--- src/rtl/serial_bridge_pkg.sv ---
// Shared definitions for the serial console bridge: status bit positions.
package serial_bridge_pkg;
    localparam int ST_CTS_BIT = 0;  // status: transmitter can accept a byte
    localparam int ST_RXP_BIT = 1;  // status: received byte waiting
    typedef logic [7:0] byte_t;
endpackage

--- src/rtl/sb_rx_fifo.sv ---
// Receive ring buffer with hysteresis flow control toward the host.
// Assumes DEPTH is a power of two. A push into a full buffer is dropped.
// A pop of an empty buffer does nothing.
module sb_rx_fifo #(
    parameter int DEPTH     = 256,
    parameter int LOW_FREE  = 16,
    parameter int HIGH_FREE = 64,
    localparam int AW = $clog2(DEPTH),
    localparam int CW = AW + 1
) (
    input  logic          clk,
    input  logic          rst_n,
    input  logic          push,
    input  logic [7:0]    push_data,
    input  logic          pop,
    output logic [7:0]    head,
    output logic [CW-1:0] fill,
    output logic          rts_n
);
    logic [7:0]    mem [DEPTH];
    logic [AW-1:0] wr_ptr, rd_ptr;
    logic          do_wr, do_rd;
    logic [CW-1:0] free_cnt;

    assign do_wr    = push && (fill != CW'(DEPTH));
    assign do_rd    = pop && (fill != '0);
    assign head     = mem[rd_ptr];
    assign free_cnt = CW'(DEPTH) - fill;

    // Store an accepted byte at the write pointer.
    always_ff @(posedge clk) begin
        if (do_wr) mem[wr_ptr] <= push_data;
    end

    // Advance pointers and track the fill level.
    always_ff @(posedge clk) begin
        if (!rst_n) begin
            wr_ptr <= '0;
            rd_ptr <= '0;
            fill   <= '0;
        end else begin
            if (do_wr) wr_ptr <= wr_ptr + 1'b1;
            if (do_rd) rd_ptr <= rd_ptr + 1'b1;
            case ({do_wr, do_rd})
                2'b10:   fill <= fill + 1'b1;
                2'b01:   fill <= fill - 1'b1;
                default: fill <= fill;
            endcase
        end
    end

    // Pause the host near full; release once enough space has opened up.
    always_ff @(posedge clk) begin
        if (!rst_n)                          rts_n <= 1'b0;
        else if (free_cnt <= CW'(LOW_FREE))  rts_n <= 1'b1;
        else if (free_cnt >= CW'(HIGH_FREE)) rts_n <= 1'b0;
    end
endmodule

--- src/rtl/sb_tx_hold.sv ---
// One-byte transmit holding register. The offer is gated by cts_ok.
// Assumes the serialiser accepts a byte on tx_valid && tx_ready.
module sb_tx_hold (
    input  logic       clk,
    input  logic       rst_n,
    input  logic       load,
    input  logic [7:0] load_data,
    input  logic       cts_ok,
    input  logic       tx_ready,
    output logic       tx_valid,
    output logic [7:0] tx_data,
    output logic       idle
);
    logic full;

    assign tx_valid = full && cts_ok;
    assign idle     = !full;

    // Capture a byte when empty; release it on handshake.
    always_ff @(posedge clk) begin
        if (!rst_n) begin
            full    <= 1'b0;
            tx_data <= '0;
        end else if (full) begin
            if (cts_ok && tx_ready) full <= 1'b0;
        end else if (load) begin
            full    <= 1'b1;
            tx_data <= load_data;
        end
    end
endmodule

--- src/rtl/sb_break_det.sv ---
// Break detector. Asserts req while the line has been low for more than
// CHAR_CLKS consecutive clocks. Assumes rx_line is already synchronous.
module sb_break_det #(
    parameter int CHAR_CLKS = 160,
    localparam int CNTW = $clog2(CHAR_CLKS + 1)
) (
    input  logic clk,
    input  logic rst_n,
    input  logic rx_line,
    output logic req
);
    logic [CNTW-1:0] low_cnt;

    // Count low clocks, saturating at the character time.
    always_ff @(posedge clk) begin
        if (!rst_n || rx_line)                 low_cnt <= '0;
        else if (low_cnt < CNTW'(CHAR_CLKS))   low_cnt <= low_cnt + 1'b1;
    end

    // Raise the request once the low time exceeds one character.
    always_ff @(posedge clk) begin
        if (!rst_n) req <= 1'b0;
        else        req <= !rx_line && (low_cnt >= CNTW'(CHAR_CLKS));
    end
endmodule

--- src/rtl/serial_bridge.sv ---
// Serial console bridge top. Decodes the two-register bus window. Samples
// CTS during reset to decide whether to honour it. Bus strobes are
// single-cycle; read data is combinational during the strobe.
module serial_bridge
    import serial_bridge_pkg::*;
#(
    parameter int FIFO_DEPTH   = 256,
    parameter int LOW_FREE     = 16,
    parameter int HIGH_FREE    = 64,
    parameter int CLKS_PER_BIT = 16,
    parameter int BITS_PER_CHR = 10,
    localparam int CHAR_CLKS = CLKS_PER_BIT * BITS_PER_CHR,
    localparam int CW        = $clog2(FIFO_DEPTH) + 1
) (
    input  logic       clk,
    input  logic       rst_n,
    input  logic       bus_cs,
    input  logic       bus_sel,
    input  logic       bus_rd,
    input  logic       bus_wr,
    input  logic [7:0] bus_wdata,
    output logic [7:0] bus_rdata,
    input  logic       rx_valid,
    input  logic [7:0] rx_data,
    input  logic       rx_line,
    output logic       tx_valid,
    output logic [7:0] tx_data,
    input  logic       tx_ready,
    input  logic       cts_n,
    output logic       rts_n,
    output logic [7:0] hex_out,
    output logic       cpu_reset_req
);
    logic          cts_ignore_q;
    logic          cts_ok, tx_idle, rx_pend;
    logic          data_rd, data_wr, stat_wr;
    logic [7:0]    rx_head;
    logic [CW-1:0] rx_fill;
    byte_t         status;

    assign data_rd = bus_cs && bus_rd && !bus_sel;
    assign data_wr = bus_cs && bus_wr && !bus_sel;
    assign stat_wr = bus_cs && bus_wr &&  bus_sel;
    assign cts_ok  = cts_ignore_q || !cts_n;
    assign rx_pend = (rx_fill != '0);

    // Latch during reset whether CTS idles high (unconnected).
    always_ff @(posedge clk) begin
        if (!rst_n) cts_ignore_q <= cts_n;
    end

    // Hex display register written through the status address.
    always_ff @(posedge clk) begin
        if (!rst_n)       hex_out <= '0;
        else if (stat_wr) hex_out <= bus_wdata;
    end

    // Assemble the status byte and the read mux.
    always_comb begin
        status             = '0;
        status[ST_CTS_BIT] = tx_idle && cts_ok;
        status[ST_RXP_BIT] = rx_pend;
        if (bus_cs && bus_rd) bus_rdata = bus_sel ? status : (rx_pend ? rx_head : 8'h00);
        else                  bus_rdata = 8'h00;
    end

    sb_rx_fifo #(.DEPTH(FIFO_DEPTH), .LOW_FREE(LOW_FREE), .HIGH_FREE(HIGH_FREE)) u_rxq (
        .clk(clk), .rst_n(rst_n), .push(rx_valid), .push_data(rx_data),
        .pop(data_rd), .head(rx_head), .fill(rx_fill), .rts_n(rts_n)
    );

    sb_tx_hold u_txh (
        .clk(clk), .rst_n(rst_n), .load(data_wr), .load_data(bus_wdata),
        .cts_ok(cts_ok), .tx_ready(tx_ready), .tx_valid(tx_valid),
        .tx_data(tx_data), .idle(tx_idle)
    );

    sb_break_det #(.CHAR_CLKS(CHAR_CLKS)) u_brk (
        .clk(clk), .rst_n(rst_n), .rx_line(rx_line), .req(cpu_reset_req)
    );
endmodule

--- config.mk ---
export PLATFORM = sky130hd
export DESIGN_NAME = serial_bridge
export DESIGN_NICKNAME = d
export VERILOG_FILES = /design/src/rtl/serial_bridge_pkg.sv /design/src/rtl/sb_rx_fifo.sv /design/src/rtl/sb_tx_hold.sv /design/src/rtl/sb_break_det.sv /design/src/rtl/serial_bridge.sv
export SDC_FILE = /design/constraint.sdc
export NUM_CORES = 2
export LEC_CHECK = 0
export ABC_CLOCK_PERIOD_IN_PS = 8200
export BUFFER_PORTS_ARGS = -buffer_cell sky130_fd_sc_hd__buf_2
export CORE_MARGIN = 8
export CORE_UTILIZATION = 40
export CTS_BUF_LIST = sky130_fd_sc_hd__clkbuf_16
export DETAILED_ROUTE_END_ITERATION = 7
export PLACE_DENSITY_LB_ADDON = 0.15
export SLEW_MARGIN = 20
export SYNTH_ARGS = -nofsm -noshare
export SYNTH_HDL_FRONTEND = slang
export SYNTH_HIERARCHICAL = 1
export SYNTH_SLANG_ARGS = --single-unit
--- constraint.sdc ---
create_clock -name clk -period 8.2 [get_ports clk]
set_input_delay 0.82 -clock clk [delete_from_list [all_inputs] [get_ports clk]]
set_output_delay 0.82 -clock clk [all_outputs]
set_load 0.01 [all_outputs]
==> impl_metrics.ini <==
[final_layout]
mostFrequentLayoutCells = 2049 x sky130_fd_sc_hd__edfxtp_1, 445 x sky130_fd_sc_hd__mux4_2, 318 x sky130_fd_sc_hd__nor2_1, 222 x sky130_fd_sc_hd__clkbuf_16, 157 x sky130_fd_sc_hd__mux2i_1
n_fill_cell = 17345
layout_commonest_cell = sky130_fd_sc_hd__edfxtp_1
area.growth.synth_to_final_pct = 11.96
final_nets = 4250
drive_above_1_share_pct = 20.96

[global_routing]
pin_count_of_the_biggest_net_entering_global_routing = 149
track_usage_pct = 19.00
initial_antenna_violation_count = 5
grt_pass1_wl_mm = 308.5
first_global_vias = 41311
globalRouteOverflowTotal = 0

[timing]
worst_pin_slew_ps = 1154
final_min_period_over_clock_period_pct = 78.34
report.final.slew_viol_count = 0
setup_repair_after_global_routing_missed_its_margin = no
setup_viol = 0
finalHoldViolations = 0
fin_worst_skew_ps = 39.61
remaining_max_slew_budget_at_the_tightest_pin_pct = 22.45
fin_tns_setup_ps = 0
clock.fmax_mhz = 155.7
period_minus_slack_ps = 6424

[clock_tree]
cts_hold_repair.buffers = 0
cts_post_setup_buffers_inserted = 0
cts_htree_levels = 4
cts_resized = 0
clock-sinks = 2109
ctsRootBufferMaster = sky130_fd_sc_hd__clkbuf_16
cts_inserted_buffers = 218
clock_latency_ps = 840
clkSlewWorstSetupHoldPaths_ps = 60
clockBufferDepth = 3
tritoncts_clock_tree = yes

[detailed_routing]
detailedRoute.firstPassIterationCount = 6
drc = 0
drtIter0Drc = 3938
detail_route.wirelength_mm = 216.1
drt.antenna.violating_nets = 0
final_routed_wire_length_divided_by_cell_count_um = 30.50
avgViaCountPerCell = 5.778
detailroute.via_count = 40942

[setup_path]
critPathCaptureType = output pin
crit_path_start_kind = register
critPathArrivalTime_ps = 5600
timing_worst_setup_path_type = reg -> out
timing.critical_path.required_ps = 7380
path_max_fanout = 37

[synth]
synth_area_per_cell_um2 = 20.03
synth_seq_cells = 2109
synth_area_in_simple_gates_pct = 3.543
synthesis.yosys.warnings = 6
synth.top_cells.by_area = sky130_fd_sc_hd__edfxtp_1 75%, sky130_fd_sc_hd__mux4_2 12%, sky130_fd_sc_hd__mux2i_1 1.9%, sky130_fd_sc_hd__nor2_1 1.5%, sky130_fd_sc_hd__dfxtp_1 1.5%
synthFlopType = sky130_fd_sc_hd__edfxtp_1
net_count_of_the_mapped_netlist = 4156
synth_adder_area_share_pct = 0.1973
syn-instance-count = 4117
synth_edf_count = 2049
yosysTopAreaCell = sky130_fd_sc_hd__edfxtp_1
post_synth_num_cell_types = 75
synth_top_family_by_area = multiplexers
synth_compound_gate_area_share_pct = 3.952
post_synth_mux_area_share_pct = 14.06
synth_xor_area_share_pct = 0.2125
synthArstFlopShare_pct = 0
yosysTopAreaCellShare_pct = 74.63
post_synth_instance_area_mm2 = 0.08245
seq_area_frac_synth_pct = 76.08

[pwr]
p_per_area_mw_per_mm2 = 239.7
power.switching_fraction_pct = 20.96
seq_power_share_pct = 53.6
switching_power_total_uw = 4637
power_frac_comb_pct = 3.8
leakagePower_uw = 0.02781
power.internal_uw = 17480
clockPowerShare_pct = 42.6
finalPower_uw = 22120
vdd.ir_drop.worst_uv = 225.0

[floorplanning]
die_area_mm2 = 0.2209
io_pins = 53
placeableCoreArea_mm2 = 0.2048
start_util_pct = 40.26
num_rows = 166
die_x_um = 470.0
dieHeight_um = 470.0

[placed_design]
port-buffer-count = 52
dp_hpwl_mm = 127.3
replace_congestion = 0.8131

[status]
outcome = finished clean

[worst_hold_path]
path_category_of_the_worst_min_delay_check = in -> reg

[flow_run]
max_cap_viol_count = 0
-- power groups by stage --
stage	Combinational, µW	Clock, µW	Sequential, µW
2_1_floorplan	504	0	12100
3_3_place_gp	845	0	12100
3_5_place_dp	855	0	12100
4_1_cts	856	9630	11900
5_1_grt	895	10000	11900
6_report	837	9420	11900
-- layer usage --
layer	vias up	track usage, %	part of all wire (%)
met5	-	0	0.0032
li1	17193	-	-
met1	22236	27.19	44
met4	2	5.111	2.4
met2	1234	30.42	48
met3	277	3.110	5.6
-- cells by family (layout without fill, tap and decap cells) --
logic type,after synthesis,count (layout)
and+or+nand+nor,644,644
muxes,602,602
AOI/OAI and AO/OA,457,457
other,0,3
adders and majority gates,13,13
xor gates and xnor gates,20,20
buffers and inverters,272,550
DFF,2109,2109
-- state kept, by name (all words and copies together), names as in the netlist, named ones only --
name,count
cts_ignore_q,1
u_txh/full,1
u_rxq/rts_n,1
hex_out,8
u_txh/tx_data,8
u_brk/req,1
u_rxq/mem,2048
u_rxq/wr_ptr,8
u_rxq/rd_ptr,8
u_brk/low_cnt,8
u_rxq/fill,9
-- cells in the mapped netlist, types with 5 or more instances --
master and instances:
sky130_fd_sc_hd__nand2b_1 10, sky130_fd_sc_hd__a221oi_1 39, sky130_fd_sc_hd__mux4_2 445, sky130_fd_sc_hd__o221ai_1 25
sky130_fd_sc_hd__a21oi_1 89, sky130_fd_sc_hd__clkbuf_1 114, sky130_fd_sc_hd__and2_1 33, sky130_fd_sc_hd__or3_1 5
sky130_fd_sc_hd__o21ai_0 32, sky130_fd_sc_hd__buf_6 34, sky130_fd_sc_hd__nor4_1 18, sky130_fd_sc_hd__nor4_2 5
sky130_fd_sc_hd__inv_1 15, sky130_fd_sc_hd__o22ai_1 51, sky130_fd_sc_hd__a21boi_0 5, sky130_fd_sc_hd__buf_2 61
sky130_fd_sc_hd__nand3_1 38, sky130_fd_sc_hd__a22oi_1 93, sky130_fd_sc_hd__xor2_1 7, sky130_fd_sc_hd__dfxtp_1 60
sky130_fd_sc_hd__buf_4 21, sky130_fd_sc_hd__xnor2_1 13, sky130_fd_sc_hd__mux2i_1 157, sky130_fd_sc_hd__or2_2 9
sky130_fd_sc_hd__nor2_1 322, sky130_fd_sc_hd__buf_1 10, sky130_fd_sc_hd__a31oi_1 17, sky130_fd_sc_hd__o211ai_1 6
sky130_fd_sc_hd__o31a_1 8, sky130_fd_sc_hd__buf_8 10, sky130_fd_sc_hd__a22o_1 47, sky130_fd_sc_hd__a211oi_1 15
sky130_fd_sc_hd__edfxtp_1 2049, sky130_fd_sc_hd__ha_1 13, sky130_fd_sc_hd__nand2_1 102, sky130_fd_sc_hd__nor3_1 59
sky130_fd_sc_hd__nor2b_1 16
-- worst paths after layout --
kind	from	slack (ps)	cells past startpoint	endpoint
setup reg to reg	u_rxq/fill[1]$_SDFFE_PN0P_	3280	16	u_rxq/fill[6]$_SDFFE_PN0P_
setup / recovery	register	1780	11	bus_rdata[3]
hold / removal	tx_ready	170	2	u_txh/full$_SDFF_PN0_
hold reg to reg	u_txh/tx_data[5]$_SDFFE_PN0P_	450	2	u_txh/tx_data[5]$_SDFFE_PN0P_
-- final cells by class --
class	instances	area [µm²]	area share [%]
flip-flops and latches	2109	62740	67.97
multi-input cells	1736	18230	19.75
clock buffers	222	5555	6.018
well taps	2688	3363	3.643
clock inverters	182	1229	1.331
repair buffers	128	1111	1.204
inverters	18	67.56	0.07319
diodes	3	7.507	0.008133
-- through the flow --
stage | instances | utilization [%] | area, µm² | setup WS (ps) | hold slack (ps)
6_report | 7086 | 45.07 | 92310 | 1776 | 172.7
5_1_grt | 7084 | 45.07 | 92300 | 1510 | 135.6
4_1_cts | 7083 | 45.07 | 92300 | 1678 | 91.82
3_5_place_dp | 6679 | 41.76 | 85510 | 2611 | 453.7
3_3_place_gp | 6679 | 41.75 | 85490 | 2509 | 441.5
2_1_floorplan | 4117 | - | 82450 | 4164 | 461.5
-- critical path, stage by stage, from the launching register on --
cell                      delay, ps
sky130_fd_sc_hd__dfxtp_4        950
sky130_fd_sc_hd__buf_12         350
sky130_fd_sc_hd__buf_12         270
sky130_fd_sc_hd__inv_1          280
sky130_fd_sc_hd__nand2_1        460
sky130_fd_sc_hd__o22ai_1        180
sky130_fd_sc_hd__nor3_1         480
sky130_fd_sc_hd__a21oi_1        190
sky130_fd_sc_hd__nor3_1         960
sky130_fd_sc_hd__nor4_2         110
sky130_fd_sc_hd__and2_1         260
sky130_fd_sc_hd__buf_2          170
(Power assumes the default switching activity.)
